$ cat config.mk
export PLATFORM = sky130hd
export DESIGN_NAME = pp_packetizer
export DESIGN_NICKNAME = d
export VERILOG_FILES = /design/src/rtl/pp_pkg.sv /design/src/rtl/pp_flush_timer.sv /design/src/rtl/pp_buf_owner.sv /design/src/rtl/pp_packetizer.sv
export SDC_FILE = /design/constraint.sdc
export NUM_CORES = 1
export LEC_CHECK = 0
export BUFFER_PORTS_ARGS = -buffer_cell sky130_fd_sc_hd__buf_2
export CAP_MARGIN = 10
export CORE_MARGIN = 2
export CORE_UTILIZATION = 50
export DETAILED_ROUTE_END_ITERATION = 10
export GPL_ROUTABILITY_DRIVEN = 0
export PLACE_DENSITY_LB_ADDON = 0.12
export SETUP_SLACK_MARGIN = 0.15
export SLEW_MARGIN = 10
export SYNTH_ARGS = -nofsm -noshare
export SYNTH_HDL_FRONTEND = slang
export SYNTH_HIERARCHICAL = 1
export SYNTH_SLANG_ARGS = --single-unit
export TNS_END_PERCENT = 100
$ cat constraint.sdc
create_clock -name clk -period 7.17 [get_ports clk]
set_clock_uncertainty 0.2 [all_clocks]
set_input_delay 1.0755 -clock clk [delete_from_list [all_inputs] [get_ports clk]]
set_output_delay 1.0755 -clock clk [all_outputs]
set_load 0.01 [all_outputs]
$ cat src/rtl/pp_pkg.sv
// Shared types and constants of the ping-pong frame packetizer.
// Assumes records carry their status word at word index 2.
package pp_pkg;

    typedef enum logic [1:0] {
        ST_IDLE = 2'd0,
        ST_COPY = 2'd1,
        ST_TAIL = 2'd2
    } pp_state_e;

    localparam int STATUS_IDX = 2;
    localparam int OVR_BIT    = 29;

endpackage

$ cat src/rtl/pp_flush_timer.sv
// Latency timer: counts ticks from the first word in an empty buffer.
// Assumes start and clear never coincide (clear happens only in idle).
module pp_flush_timer #(
    parameter int LIMIT = 900000
) (
    input  logic clk,
    input  logic rst_n,
    input  logic start,
    input  logic clear,
    input  logic tick,
    output logic expired
);
    localparam int TW = $clog2(LIMIT + 1);
    localparam logic [TW-1:0] LIM = TW'(LIMIT);

    logic          running;
    logic [TW-1:0] ticks;

    // Arm on first word, count ticks while armed, saturate at the limit.
    always_ff @(posedge clk) begin
        if (!rst_n || clear) begin
            running <= 1'b0;
            ticks   <= '0;
        end else begin
            if (start) begin
                running <= 1'b1;
            end
            if (running && tick && (ticks != LIM)) begin
                ticks <= ticks + 1'b1;
            end
        end
    end

    assign expired = running && (ticks == LIM);

endmodule

$ cat src/rtl/pp_buf_owner.sv
// Buffer ownership: which buffer is filled, whether the other is held by
// DMA, and whether the next record must carry the overrun mark.
// Assumes swap is only requested when other_free is high.
module pp_buf_owner (
    input  logic clk,
    input  logic rst_n,
    input  logic swap,
    input  logic dma_done,
    input  logic cap_block,
    input  logic rec_end,
    output logic act,
    output logic other_free,
    output logic ovr_mark
);
    logic busy;
    logic ovr_pend;

    // A release in the current cycle frees the other buffer at once.
    assign other_free = !busy || dma_done;

    // Track ownership, the pending overrun and the mark for the next record.
    always_ff @(posedge clk) begin
        if (!rst_n) begin
            act      <= 1'b0;
            busy     <= 1'b0;
            ovr_pend <= 1'b0;
            ovr_mark <= 1'b0;
        end else if (swap) begin
            act      <= ~act;
            busy     <= 1'b1;
            ovr_mark <= ovr_pend;
            ovr_pend <= 1'b0;
        end else begin
            if (dma_done) begin
                busy <= 1'b0;
            end
            if (cap_block) begin
                ovr_pend <= 1'b1;
            end
            if (rec_end) begin
                ovr_mark <= 1'b0;
            end
        end
    end

endmodule

$ cat src/rtl/pp_packetizer.sv
// Ping-pong frame packetizer top. Copies whole records from staging into
// the active buffer, swaps on full, no-fit or timer expiry, and stalls
// with an overrun mark when the other buffer is still held by DMA.
// Assumes 3 <= rec_words <= BUF_WORDS and staging data one cycle after rd_en.
module pp_packetizer
    import pp_pkg::*;
#(
    parameter int BUF_WORDS   = 131072,
    parameter int TIMER_LIMIT = 900000,
    parameter int DW          = 32,
    localparam int AW = $clog2(BUF_WORDS),
    localparam int CW = $clog2(BUF_WORDS + 1)
) (
    input  logic          clk,
    input  logic          rst_n,
    input  logic          rec_valid,
    input  logic [CW-1:0] rec_words,
    output logic          rd_en,
    input  logic [DW-1:0] rd_data,
    input  logic          tick,
    input  logic          dma_done,
    output logic          wr_en,
    output logic          wr_sel,
    output logic [AW-1:0] wr_addr,
    output logic [DW-1:0] wr_data,
    output logic          rdy_valid,
    output logic          rdy_idx,
    output logic [CW-1:0] rdy_count
);
    localparam logic [CW:0]   CAP_X    = (CW + 1)'(BUF_WORDS);
    localparam logic [CW-1:0] CAP      = CW'(BUF_WORDS);
    localparam logic [CW-1:0] STAT_POS = CW'(STATUS_IDX);
    localparam logic [DW-1:0] OVR_MASK = DW'(1) << OVR_BIT;

    pp_state_e     state;
    logic [CW-1:0] fill;
    logic [CW-1:0] rem;
    logic [CW-1:0] widx;
    logic [CW-1:0] widx_q;
    logic          rd_q;
    logic          act;
    logic          other_free;
    logic          ovr_mark;
    logic          expired;
    logic          in_idle;
    logic          fits;
    logic          need_cap;
    logic          need_tmr;
    logic          want_swap;
    logic          swap;
    logic          cap_block;
    logic          start_rec;

    // Decide between swapping, starting a record and waiting.
    always_comb begin
        in_idle   = (state == ST_IDLE);
        fits      = ({1'b0, fill} + {1'b0, rec_words}) <= CAP_X;
        need_cap  = (fill != '0) && ((fill == CAP) || (rec_valid && !fits));
        need_tmr  = (fill != '0) && expired;
        want_swap = in_idle && (need_cap || need_tmr);
        swap      = want_swap && other_free;
        cap_block = in_idle && need_cap && !other_free;
        start_rec = in_idle && !want_swap && rec_valid;
    end

    // Record copy sequencer: one read per cycle, then one cycle for the tail write.
    always_ff @(posedge clk) begin
        if (!rst_n) begin
            state <= ST_IDLE;
            rem   <= '0;
            widx  <= '0;
        end else begin
            case (state)
                ST_IDLE: begin
                    if (start_rec) begin
                        rem   <= rec_words;
                        widx  <= '0;
                        state <= ST_COPY;
                    end
                end
                ST_COPY: begin
                    rem  <= rem - 1'b1;
                    widx <= widx + 1'b1;
                    if (rem == CW'(1)) begin
                        state <= ST_TAIL;
                    end
                end
                default: state <= ST_IDLE;
            endcase
        end
    end

    // Align the write with the returning staging data and count the fill level.
    always_ff @(posedge clk) begin
        if (!rst_n) begin
            rd_q   <= 1'b0;
            widx_q <= '0;
            fill   <= '0;
        end else begin
            rd_q   <= rd_en;
            widx_q <= widx;
            if (swap) begin
                fill <= '0;
            end else if (rd_q) begin
                fill <= fill + 1'b1;
            end
        end
    end

    // Register the one-cycle buffer-ready event.
    always_ff @(posedge clk) begin
        if (!rst_n) begin
            rdy_valid <= 1'b0;
            rdy_idx   <= 1'b0;
            rdy_count <= '0;
        end else begin
            rdy_valid <= swap;
            if (swap) begin
                rdy_idx   <= act;
                rdy_count <= fill;
            end
        end
    end

    assign rd_en   = (state == ST_COPY);
    assign wr_en   = rd_q;
    assign wr_sel  = act;
    assign wr_addr = fill[AW-1:0];
    assign wr_data = (ovr_mark && (widx_q == STAT_POS)) ? (rd_data | OVR_MASK) : rd_data;

    pp_flush_timer #(
        .LIMIT (TIMER_LIMIT)
    ) u_timer (
        .clk     (clk),
        .rst_n   (rst_n),
        .start   (rd_q && (fill == '0)),
        .clear   (swap),
        .tick    (tick),
        .expired (expired)
    );

    pp_buf_owner u_owner (
        .clk        (clk),
        .rst_n      (rst_n),
        .swap       (swap),
        .dma_done   (dma_done),
        .cap_block  (cap_block),
        .rec_end    (state == ST_TAIL),
        .act        (act),
        .other_free (other_free),
        .ovr_mark   (ovr_mark)
    );

endmodule

Word level (Yosys, flattened, before mapping) --
Index checks and enable logic that the tools add are counted.
Cells by class: muxes and demuxes 12, reductions and logical operators 32, add/subtract/negate cells 5, equality and inequality tests 9, $lt $le $gt $ge 1, bitwise operators 2
Operators with widths (number):
- one-hot mux 18 bit (2 select lines) | 2
- adder 18 x 1 -> 18 bit (second input constant) | 2
- 2-to-1 mux 18 bit | 2
- 2-to-1 mux 30 bit | 1
- adder 20 x 1 -> 20 bit (second input constant) | 1
- == test 20 bit (second input constant) | 1
- inequality test 20 bit (second input constant) | 1
- adder 18 x 18 -> 19 bit | 1
- less-or-equal comparator 19 x 18 -> 1 bit (second input constant) | 1
- == test 18 x 1 -> 1 bit (second input constant) | 1
- == test 18 bit (second input constant) | 1
- == test 18 x 2 -> 1 bit (second input constant) | 1
- logical NOT 18 bit | 1
- nonzero test 18 bit | 1
- subtractor 18 x 1 -> 18 bit (second input constant) | 1
- logical AND 1 bit | 14
- nonzero test 2 bit | 3
- logical NOT 1 bit | 5
- logical OR 1 bit | 4
- 2-to-1 mux 1 bit | 4
- 2-to-1 mux 2 bit | 2
- inequality test 2 x 1 -> 1 bit (second input constant) | 2
- one-hot mux 2 bit (2 select lines) | 1
- AND reduction 2 bit | 2
- other kinds (5) | 6
Storage, ports and cells: bits in registers 120, input port bits 55, output and inout bits 72

Longest topological paths before layout --
depth after elaboration 13, gate-level depth with buffers 16, gate-level depth less buffers 13

Cells and area by module --
The synthesis kept the hierarchy.
Modules (own cells, without submodules):
- pp_packetizer | area an instance 5654.2 sq um, times used 1, cells an instance 689, sequential area each 1901.8 sq um
- pp_flush_timer | area an instance 1087.3 sq um, times used 1, cells an instance 127, sequential area each 420.4 sq um
- pp_buf_owner | area an instance 143.9 sq um, times used 1, cells an instance 12, sequential area each 80.1 sq um

Least setup slack after synthesis --
Ideal clock, no wire load.
path type input to register, start point input port rec_words[0], end point register u_timer.ticks[17], stages 15, path slack 2137 ps, arrival time 4774 ps, library setup time 59 ps, required time 6911 ps, buffers on the path 3, cells stage by stage ha_1 -> fa_1 -> xor2_1 -> a2111oi_0 -> o2111ai_1 -> or4_1 -> or4_4 -> o211ai_1 -> a21oi_1 -> buf_2 -> clkbuf_1 -> nand2b_1 -> clkbuf_1 -> or4_1 -> nand2_1
On the way: cells in the longest elaborated chain, start to end 10
Ends and longest elaborated chain:
- start: declaration | RTL line pp_packetizer.sv:17 | input logic [CW-1:0] rec_words,
- adder 18 x 18 -> 19 bit | RTL line pp_packetizer.sv:57 | fits = ({1'b0, fill} + {1'b0, rec_words}) <= CAP_X;
- less-or-equal comparator 19 x 18 -> 1 bit | RTL line pp_packetizer.sv:57
- logical NOT 1 bit | RTL line pp_packetizer.sv:58 | need_cap = (fill != '0) && ((fill == CAP) || (rec_valid && !fits));
- logical AND 1 bit | RTL line pp_packetizer.sv:58
- logical OR 1 bit | RTL line pp_packetizer.sv:58
- logical AND 1 bit | RTL line pp_packetizer.sv:58
- logical OR 1 bit | RTL line pp_packetizer.sv:60 | want_swap = in_idle && (need_cap || need_tmr);
- logical AND 1 bit | RTL line pp_packetizer.sv:60
- logical AND 1 bit | RTL line pp_packetizer.sv:61 | swap = want_swap && other_free;
- net swap | RTL line pp_packetizer.sv:50 | logic swap;
- logical OR 1 bit | RTL line pp_flush_timer.sv:21 | if (!rst_n || clear) begin
- end signal: assignment | RTL line pp_flush_timer.sv:29 | ticks <= ticks + 1'b1;
- end: declaration | RTL line pp_flush_timer.sv:17 | logic [TW-1:0] ticks;
The timed path passes the listed nets, and every way through them passes these cells. A chain may end at the register's enable or synchronous reset.

Final worst setup path --
start point input port rec_words[0], end point register u_timer.ticks[17]
On the way: cells in the longest elaborated chain, start to end 10
Ends and longest elaborated chain (RTL line):
- adder 18 x 18 -> 19 bit | pp_packetizer.sv:57
- less-or-equal comparator 19 x 18 -> 1 bit | pp_packetizer.sv:57
- logical NOT 1 bit | pp_packetizer.sv:58
- logical AND 1 bit | pp_packetizer.sv:58
- logical OR 1 bit | pp_packetizer.sv:58
- logical AND 1 bit | pp_packetizer.sv:58
- logical OR 1 bit | pp_packetizer.sv:60
- logical AND 1 bit | pp_packetizer.sv:60
- logical AND 1 bit | pp_packetizer.sv:61
- logical OR 1 bit | pp_flush_timer.sv:21
Every way passes these cells.

==> results.json <==
{
  "stdcell_area_sq_um": 7512,
  "cp-end-kind": "register",
  "coreArea_sq_um": 13350,
  "rsz0062_at_grt": "false",
  "hold_buffers": 0,
  "ir_worst_vdd_mv": 0.1463,
  "grt_pass1_wl_um": 28350,
  "cts_tree": "built",
  "nets": 908,
  "grt_pass1_vias": 5556,
  "cts_root_buffer": "clkbuf_16",
  "min_period_ns": 4.919,
  "drtPass1Iterations": 7,
  "rows": 42,
  "ys_ff_latch": 120,
  "fp.dieW_um": 121.4,
  "setup_viol": 0,
  "tightest_slew_ns": 1.007,
  "pwr_density_cell_nw_per_um2": 235.1,
  "internal_power_w": 0.001255,
  "max_cap_violations": 0,
  "pwr-share-comb_pct": 11.5,
  "async_reset_ff_share_pct": 0,
  "synth_cell_types": 75,
  "cts_setup_buffers": 0,
  "final_antenna_net_count": 0,
  "fin_crit_sh_pct": 68.60,
  "drt-total-wl_um": 17340,
  "first_iter_violations": 479,
  "relSlewSlack_pct": 32.89,
  "drive_above_1_share_pct": 14.52,
  "track_usage_pct": 24.34,
  "cts_resized": 0,
  "max_freq_mhz": 203.3,
  "grt_max_degree": 51,
  "cp-start-kind": "input port",
  "dp.final_hpwl_um": 12250,
  "clock_power_share_pct": 48.1,
  "path_clk_slew_ns": 0.06,
  "seqPwrFrac_pct": 40.4,
  "synth_ff_type": "dfxtp_1",
  "outcome": "finished clean",
  "clock_latency_ns": 0.43,
  "port_buffers": 64,
  "syn_area_per_cell_sq_um": 8.316,
  "tns_ns": 0,
  "drc": 0,
  "swShare_pct": 28.92,
  "final_hold_viol_count": 0,
  "crit_type": "input port to register",
  "hold_slack_ns": 0.2559,
  "vias_per_cell": 5.932,
  "use_met1_pct": 33.39,
  "ctsHtreeMaxLevel": 4,
  "diodes": 0,
  "cts_sinks": 120,
  "grtUsageMet3_pct": 6.391,
  "yosys_warnings": 6,
  "syn_inst": 828,
  "grt_use_met2_pct": 37.11,
  "die_h_um": 121.4,
  "wl_per_cell_um": 17.07,
  "timing.final.max_slew_violations": 0,
  "hold_class": "register to register",
  "crit_start": "rec_words[0]",
  "power_switching_w": 0.0005107,
  "synth_area_leader_cell": "dfxtp_1",
  "synth_area_sq_um": 6885,
  "worstHoldStart": "rdy_count[1]$_SDFFE_PN0P_",
  "vias": 6027,
  "grt_most_used_layer": "met2",
  "synth_edf_count": 0,
  "r2r_start": "fill[4]$_SDFFE_PP0P_",
  "arrival_ns": 5.09,
  "dieArea_sq_um": 14730,
  "antenna_found_initial": 0,
  "dpl_cell_area_sq_um": 6928,
  "p_leak_nw": 3.074,
  "cts_buffers": 17,
  "ios": 127,
  "cts.path.max_buffers": 2,
  "synth_top_area_share_pct": 34.89,
  "synth.area.top_cells": "dfxtp_1, nand2_1, buf_4",
  "start_util_pct": 51.58,
  "grt-ovfl-total": 0,
  "synthesis.nets": 909,
  "synth-seq-area-share_pct": 34.89,
  "cp.required_ns": 7.34,
  "path_max_fanout": 17,
  "area_growth_pct": 9.104
}
[registers in the layout, summed over array words and instances, names as in the netlist]
name              count
u_timer/ticks        20
fill                 18
rdy_count            18
rem                  18
widx                 18
widx_q               18
state                 2
rdy_idx               1
rdy_valid             1
u_owner/act           1
u_owner/busy          1
u_owner/ovr_mark      1
u_owner/ovr_pend      1
u_timer/running       1
wr_en                 1
[cells in the final DEF (no fill, tap or decap), types with 8 or more instances in the layout]
cell type,count
nand2_1,124
dfxtp_1,120
buf_2,64
o21ai_0,38
nor2_1,37
nor3_1,30
a21oi_1,29
mux2i_1,27
ha_1,25
and2_1,24
nand3_1,23
inv_1,21
xor2_1,21
and3_1,19
nand4_1,18
clkbuf_16,17
a21o_1,13
xnor2_1,12
o22ai_1,12
or3_1,10
o31ai_1,8
nand2b_1,8
[logic make-up after synthesis]
| kind of cell | count (synthesis) | share of synthesized area, % |
|---|---|---|
| AND/OR/NAND/NOR | 338 | 25.35 |
| AO/OA/AOI/OAI | 175 | 17.88 |
| flip-flops | 120 | 34.89 |
| buffers and inverters | 109 | 8.922 |
| XOR/XNOR | 33 | 4.198 |
| multiplexers | 27 | 3.925 |
| adder cells (fa/ha/maj) | 26 | 4.834 |
[stage by stage]
| stage | util [%] | worst slack [ns] | std cells | power [W] |
|---|---|---|---|---|
| global route | 56.28 | 1.966 | 1016 | 0.001837 |
| floorplan | - | 2.137 | 828 | 0.0008932 |
| CTS | 56.28 | 2.254 | 1016 | 0.001779 |
| detailed placement | 51.90 | 1.807 | 984 | 0.0009286 |
| finish | 56.28 | 2.251 | 1016 | 0.001766 |
| global placement | 51.90 | 1.909 | 984 | 0.0009227 |
[power groups by stage]
stage               Combinational [W]  Clock, W  Sequential (W)
floorplan                    0.000173         0        0.000720
global placement             0.000196         0        0.000726
detailed placement           0.000201         0        0.000727
CTS                          0.000202  0.000863        0.000713
global route                 0.000226  0.000894        0.000717
finish                       0.000204  0.000849        0.000713
[layer usage]
metal | routed length, um | part of all wire, %
met2 | 7799 | 45
met4 | 289 | 1.7
met5 | 0 | 0
met1 | 8180 | 47
met3 | 1075 | 6.2
[worst paths after layout]
check                           slack (ns)  depth (start not counted)                        endpoint
worst min register to register        0.26                          2       rdy_count[1]$_SDFFE_PN0P_
worst max register to register        2.52                         12  u_timer/ticks[17]$_SDFFE_PP0P_
worst min-delay path                  0.26                          2       rdy_count[1]$_SDFFE_PN0P_
worst max-delay path                  2.25                         13  u_timer/ticks[17]$_SDFFE_PP0P_
[layout make-up]
type	count	area [sq um]
tap	176	220.2
timing repair buffer	67	342.8
sequential	120	2402
clock buffer	17	425.4
fill	1219	5836
clock inverter	15	158.9
inverter	22	82.58
multi-input combinational	599	3880
[Yosys cell counts, drive strengths merged, types with 10 or more instances]
| cell | count |
|---|---|
| o22ai | 12 |
| inv | 21 |
| xor2 | 21 |
| and3 | 19 |
| ha | 25 |
| nand2 | 124 |
| a21oi | 32 |
| nor3 | 30 |
| a21o | 13 |
| clkbuf | 28 |
| buf | 59 |
| o21ai | 43 |
| mux2i | 27 |
| and2 | 25 |
| nor2 | 38 |
| dfxtp | 120 |
| nand4 | 19 |
| or3 | 10 |
| nand3 | 24 |
| xnor2 | 12 |
[worst max-delay path, cell delays in order]
cell and delay (ns):
buf_2 0.12, ha_1 0.22, fa_1 0.41, xor2_1 0.17, a2111oi_0 0.33, o2111ai_1 0.15, or4_1 0.41, or4_4 0.50
o211ai_1 0.32, a21oi_4 0.19, nand2b_1 0.48, or4_1 0.64, nand2_1 0.07
Power figures use the tool's default switching activity.
